===== src/rtl/bcd_pkg.sv =====
package bcd_pkg;
  localparam int unsigned DIGIT_W = 4;
  localparam logic [DIGIT_W-1:0] DIGIT_MAX = 4'd9;

  typedef enum logic [1:0] {
    MODE_CLEAR = 2'd0,
    MODE_LOAD  = 2'd1,
    MODE_COUNT = 2'd2,
    MODE_HOLD  = 2'd3
  } mode_e;
endpackage


===== src/rtl/bcd_rst_sync.sv =====
module bcd_rst_sync #(
  parameter int unsigned STAGES = 2
) (
  input  logic clk,
  input  logic rst_n,
  output logic rst_sync_n
);
  logic [STAGES-1:0] chain_q;
  logic [STAGES-1:0] chain_d;

  generate
    if (STAGES == 1) begin : g_one
      always_comb chain_d = 1'b1;
    end else begin : g_many
      always_comb chain_d = {chain_q[STAGES-2:0], 1'b1};
    end
  endgenerate

  always_ff @(posedge clk or negedge rst_n) begin
    if (!rst_n) chain_q <= '0;
    else        chain_q <= chain_d;
  end

  assign rst_sync_n = chain_q[STAGES-1];
endmodule


===== src/rtl/bcd_mode_decode.sv =====
module bcd_mode_decode
  import bcd_pkg::*;
(
  input  logic  clr_n,
  input  logic  load_n,
  input  logic  en_par,
  input  logic  en_trk,
  output mode_e mode
);
  always_comb begin
    if (!clr_n)                mode = MODE_CLEAR;
    else if (!load_n)          mode = MODE_LOAD;
    else if (en_par && en_trk) mode = MODE_COUNT;
    else                       mode = MODE_HOLD;
  end
endmodule


===== src/rtl/bcd_next_state.sv =====
module bcd_next_state
  import bcd_pkg::*;
(
  input  mode_e              mode,
  input  logic [DIGIT_W-1:0] cur,
  input  logic [DIGIT_W-1:0] din,
  output logic [DIGIT_W-1:0] nxt
);
  logic [DIGIT_W-1:0] inc;

  // Successor on a count, including the recovery path for codes above nine.
  always_comb begin
    if (cur < DIGIT_MAX)       inc = cur + 1'b1;
    else if (cur == DIGIT_MAX) inc = '0;
    else if (!cur[0])          inc = cur + 1'b1;
    else begin
      case (cur)
        4'd11:   inc = 4'd6;
        4'd13:   inc = 4'd4;
        default: inc = 4'd2;
      endcase
    end
  end

  always_comb begin
    unique case (mode)
      MODE_CLEAR: nxt = '0;
      MODE_LOAD:  nxt = din;
      MODE_COUNT: nxt = inc;
      default:    nxt = cur;
    endcase
  end
endmodule


===== src/rtl/bcd_decade_counter.sv =====
module bcd_decade_counter
  import bcd_pkg::*;
#(
  parameter int unsigned SYNC_STAGES = 2
) (
  input  logic         clk,
  input  logic         rst_n,
  input  logic         clr_n,
  input  logic         load_n,
  input  logic         en_par,
  input  logic         en_trk,
  input  logic [3:0]   din,
  output logic [3:0]   q,
  output logic         tc
);
  logic               rst_sync_n;
  mode_e              mode;
  logic [DIGIT_W-1:0] q_q;
  logic [DIGIT_W-1:0] q_d;
  logic               q_en;

  bcd_rst_sync #(.STAGES(SYNC_STAGES)) u_rst_sync (
    .clk        (clk),
    .rst_n      (rst_n),
    .rst_sync_n (rst_sync_n)
  );

  bcd_mode_decode u_mode (
    .clr_n  (clr_n),
    .load_n (load_n),
    .en_par (en_par),
    .en_trk (en_trk),
    .mode   (mode)
  );

  bcd_next_state u_next (
    .mode (mode),
    .cur  (q_q),
    .din  (din),
    .nxt  (q_d)
  );

  assign q_en = (mode != MODE_HOLD);

  always_ff @(posedge clk or negedge rst_sync_n) begin
    if (!rst_sync_n)  q_q <= '0;
    else if (q_en)    q_q <= q_d;
  end

  assign q  = q_q;
  assign tc = en_trk & (q_q == DIGIT_MAX);

  AST_CLEAR_WINS: assert property (@(posedge clk) disable iff (!rst_sync_n)
    !clr_n |=> (q == 4'd0));
  AST_LOAD_EXACT: assert property (@(posedge clk) disable iff (!rst_sync_n)
    (clr_n && !load_n) |=> (q == $past(din)));
  AST_HOLD_STABLE: assert property (@(posedge clk) disable iff (!rst_sync_n)
    (clr_n && load_n && !(en_par && en_trk)) |=> $stable(q));
  AST_NINE_WRAPS: assert property (@(posedge clk) disable iff (!rst_sync_n)
    (clr_n && load_n && en_par && en_trk && q == 4'd9) |=> (q == 4'd0));
  AST_BACK_IN_RANGE: assert property (@(posedge clk) disable iff (!rst_sync_n)
    ((clr_n && load_n && en_par && en_trk && q > 4'd9) ##1
     (clr_n && load_n && en_par && en_trk)) |=> (q <= 4'd9));
endmodule


===== config.mk =====
export PLATFORM = sky130hd
export DESIGN_NAME = bcd_decade_counter
export DESIGN_NICKNAME = d
export VERILOG_FILES = /design/src/rtl/bcd_pkg.sv /design/src/rtl/bcd_rst_sync.sv /design/src/rtl/bcd_mode_decode.sv /design/src/rtl/bcd_next_state.sv /design/src/rtl/bcd_decade_counter.sv
export SDC_FILE = /design/constraint.sdc
export NUM_CORES = 1
export LEC_CHECK = 0
export ABC_AREA = 1
export CAP_MARGIN = 20
export CORE_ASPECT_RATIO = 0.8
export CORE_MARGIN = 2
export CORE_UTILIZATION = 25
export CTS_BUF_LIST = sky130_fd_sc_hd__clkbuf_16
export CTS_CLUSTER_DIAMETER = 30
export DETAILED_ROUTE_END_ITERATION = 8
export DONT_BUFFER_PORTS = 1
export HOLD_SLACK_MARGIN = 0.08
export PLACE_DENSITY = 0.5
export SYNTH_ARGS = -nofsm -noshare
export SYNTH_HDL_FRONTEND = slang
export SYNTH_SLANG_ARGS = --single-unit

===== constraint.sdc =====
create_clock -name clk -period 2.84 [get_ports clk]
set_clock_uncertainty 0.05 [all_clocks]
set_input_delay 0.426 -clock clk [delete_from_list [all_inputs] [get_ports clk]]
set_output_delay 0.426 -clock clk [all_outputs]
set_load 0.01 [all_outputs]

# Word level (Yosys, flattened, before mapping)
# Index checks and enable logic that the tools add are counted.
# word_totals
register_bits	6
in_bits	10
output_inout_bits	5
wordCells	23
# classes
addsub	1
order_cmp	1
n_eq_ne	6
muxes	8
bitwise_logic	1
reduce_logical	4
# op_table
op	count
4-bit equality test (second input constant)	3
4-bit two-way mux	3
4-bit case mux with 3 select lines	1
3-bit case mux with 2 select lines	1
4-bit by 1-bit adder with 4-bit output (second input constant)	1
4-bit < comparator (second input constant)	1
2-bit two-way mux	2
3-bit nonzero test	1
2-bit by 1-bit equality test with 1-bit output (second input constant)	1
2-bit equality test (second input constant)	1
2-bit logical NOT	1
2-bit inequality test (second input constant)	1
2-bit AND reduction	1
1-bit AND	1
1-bit logical AND	1
1-bit two-way mux	1

# Logic depth before layout (Yosys ltp)
# depth
ltp_word	7
ltp_mapped	9
mapped_depth_nobuf	9

# Hierarchy
# Synthesis repeated with hierarchy kept, for this count alone.
# unflattened
hier_cells	81
hier_area_um2	533.0
# by_module_without_submodules
mod	instances	cells_per_inst	area_each_um2	seq_area_each_um2
bcd_next_state	1	51	282.8	0.0
bcd_decade_counter	1	22	176.4	100.1
bcd_rst_sync	1	3	53.8	50.0
bcd_mode_decode	1	5	20.0	0.0

# Worst setup path after synthesis
# No wires, ideal clock.
# synth_path
path_kind	reg2out
startpoint	register q_q[1] (netlist: q[1])
endpoint	output tc
arrival_time_ns	0.999
t_required_ns	2.364
slack_ns	1.365
path_stages_with_launch	5
n_path_buf	0
cell_sequence	dfrtp_1 inv_1 ha_1 nand3_1 nor2_1
# synth_between
elab_chain_len	2
# synth_rtl
element	line_no	text
start: declaration	bcd_decade_counter.sv:18	logic [DIGIT_W-1:0] q_q;
start signal: assignment	bcd_decade_counter.sv:47	else if (q_en) q_q <= q_d;
4-bit equality test	bcd_decade_counter.sv:51	assign tc = en_trk & (q_q == DIGIT_MAX);
1-bit AND	bcd_decade_counter.sv:51	
end: declaration	bcd_decade_counter.sv:14	output logic tc
# Every way passes these cells.

# Worst setup path after layout
# layout_path
startpoint	register q_q[0] (netlist: q[0])
endpoint	output tc
# Same word-level chain as after synthesis.

==> results.yml <==
clock_tree:
  worstSkewPairLatency_ns: 0.22
  cts_sinks: 6
  clkTransAtPathRegs_ns: 0.03
  cts_buffers: 3
  ctsRootBufferMaster: "clkbuf_16"
  cts_hold_buf: 2
  cts_resized: 0
  tritoncts: "done"
  postCtsSetupBuffers: 0
  h-tree-depth: 1
  clockBufferDepth: 2
final_layout:
  antenna_cells_inserted: 0
  fin_area_um2: 564
  n_fill_cell: 179
  area_growth_pct: 27.8
  fin_nets: 80
  drive_above_1_share_pct: 20.0
timing:
  finalCritPeriodShare_pct: 63.1
  fmax_ghz: 0.558
  grt_setup_unrepaired: "false"
  drv_slew: 0
  setup_tns_ns: 0
  hold_viol_final: 0
  setup_viol: 0
  period_needed_ns: 1.79
yosys:
  synth-edff-count: 0
  synth_common_cells: "nand2_1 (20), inv_1 (8), nand3_1 (8)"
  async_flop_share_pct: 100
  synth_top_cell_area_share_pct: 34.0
  syn_avg_cell_area_um2: 7.36
  ys_seq_elements: 6
  yosys_warnings: 0
  yosysTopAreaCell: "dfrtp_1"
  synth_cells: 60
  yosys-top-cells-area: "dfrtp_1 (34%), nand2_1 (17%), nand3_1 (9.1%), nand3_2 (9.1%), ha_1 (8.5%)"
  synthFlopType: "dfrtp_1"
  synth.distinct_cells: 15
  seq_area_frac_synth_pct: 34.0
  synth_area_um2: 442
  yosysMostFrequentCell: "nand2_1"
  synth_nets: 73
power_and_ir_drop:
  power_density_nw_per_um2: 626
  p_leak_uw: 0.000299
  ir_worst_vdd_uv: 326
flow_run:
  cap_violations: 0
drt:
  dr.pass1.iters: 3
  dr_total_vias: 374
  wl_per_cell_um: 10.2
  vias_per_cell: 4.30
  totalWireLength_um: 884
  drtAntennaViolNets: 0
  drc: 0
  drt_iter0_markers: 9
global_routing:
  grt_pass1_vias: 373
  grt_pass1_wl_mm: 1.59
  grt_max_degree: 8
  antenna_found_initial: 0
  busiest_layer: "met1"
  grt_use_met2_pct: 14.0
  grt_overflow: 0
  grtUsageMet3_pct: 1.80
  use_met1_pct: 14.1
  track_usage_pct: 9.85
place:
  place.gp.congestion: 0.769
  placed_area_um2: 469
  dp_hpwl_um: 747
  io_buffers: 0
run_status:
  status: "finished, final reports clean"
floorplan:
  die-area_um2: 2120
  initial_core_util_pct: 26.9
  rows: 13
  io_pins: 15
  die-height_um: 41.6
  core_um2: 1640
  die_w_um: 51.0
worst_setup_path:
  cp.arrival_ns: 1.32
  worstPathMaxFanout: 7
  cp-end-kind: "output port"
  critPathKind: "flop to output port"
  required_ns: 2.36
  critPathLaunchType: "flop"
worst_hold_path:
  hp-class: "flop to flop"
## metal layers
metal | wire [um] | share of wire, %
met1 | 466 | 53
met2 | 335 | 38
met3 | 76 | 8.6
met4 | 6 | 0.68
met5 | 0 | 0
## cells by family after synthesis
| group | share of synthesized area, % |
|---|---|
| compound gates | 3.68 |
| fa+ha+maj | 8.50 |
| buf+inv | 8.78 |
| flops | 34.0 |
| other cells | 0.849 |
| simple gates | 44.2 |
## placed cells by master, fill, tap and decap left out
cell type,count
nand2_1,20
inv_1,8
nand3_1,8
dfrtp_1,6
nand3_2,4
ha_1,3
clkbuf_16,3
nand4_1,2
nand2_2,2
dlygate4sd3_1,2
inv_2,1
nor2_1,1
clkinv_2,1
nor2_4,1
a21oi_2,1
o21a_1,1
conb_1,1
## critical path: stages, from the launching register on
cell and delay (ns):
dfrtp_1 0.49, ha_1 0.24, nand3_1 0.15, nor2_1 0.22
## area by class of cell
type	instances	area [um2]	share of cell area, %
Tap cell	22	27.5	4.88
Sequential cell	6	150	26.6
Timing Repair Buffer	2	20.0	3.55
Inverter	10	38.8	6.87
Clock buffer	3	75.1	13.3
Multi-Input combinational cell	44	253	44.8
## path summary, 6_finish.rpt
kind                                  startpoint  cells after the start  slack [ns]                    end
max in group asynchronous  u_rst_sync.chain_q[1]                      1        2.03                   q[2]
max reg2reg                                 q[0]                      8        1.42                   q[2]
min                        u_rst_sync.chain_q[0]                      0        0.30  u_rst_sync.chain_q[1]
min in group asynchronous                  rst_n                      1        0.39  u_rst_sync.chain_q[1]
min reg2reg                u_rst_sync.chain_q[0]                      0        0.30  u_rst_sync.chain_q[1]
max                                         q[0]                      3        1.05                     tc
## registers in the layout, summed over array words and instances (netlist names)
signal	count
q	4
u_rst_sync.chain_q	2
## report_power, final
part	switching (uW)	internal (uW)	total, uW
combinational	18.5	12.9	31.4
clock	41.6	180	222
sequential	8.89	91.3	100
## metrics by stage
step	total power, uW	setup WS, ns	utilization [%]	instances	hold WS [ns]
after floorplan	124	1.36	-	60	-0.00971
after global placement	132	1.29	28.6	82	0.00701
after detailed placement	130	1.28	28.6	82	0.0102
after CTS	358	1.05	34.3	87	0.301
after global routing	373	0.964	34.3	87	0.305
final	353	1.05	34.3	87	0.297
(Power assumes the default switching activity.)
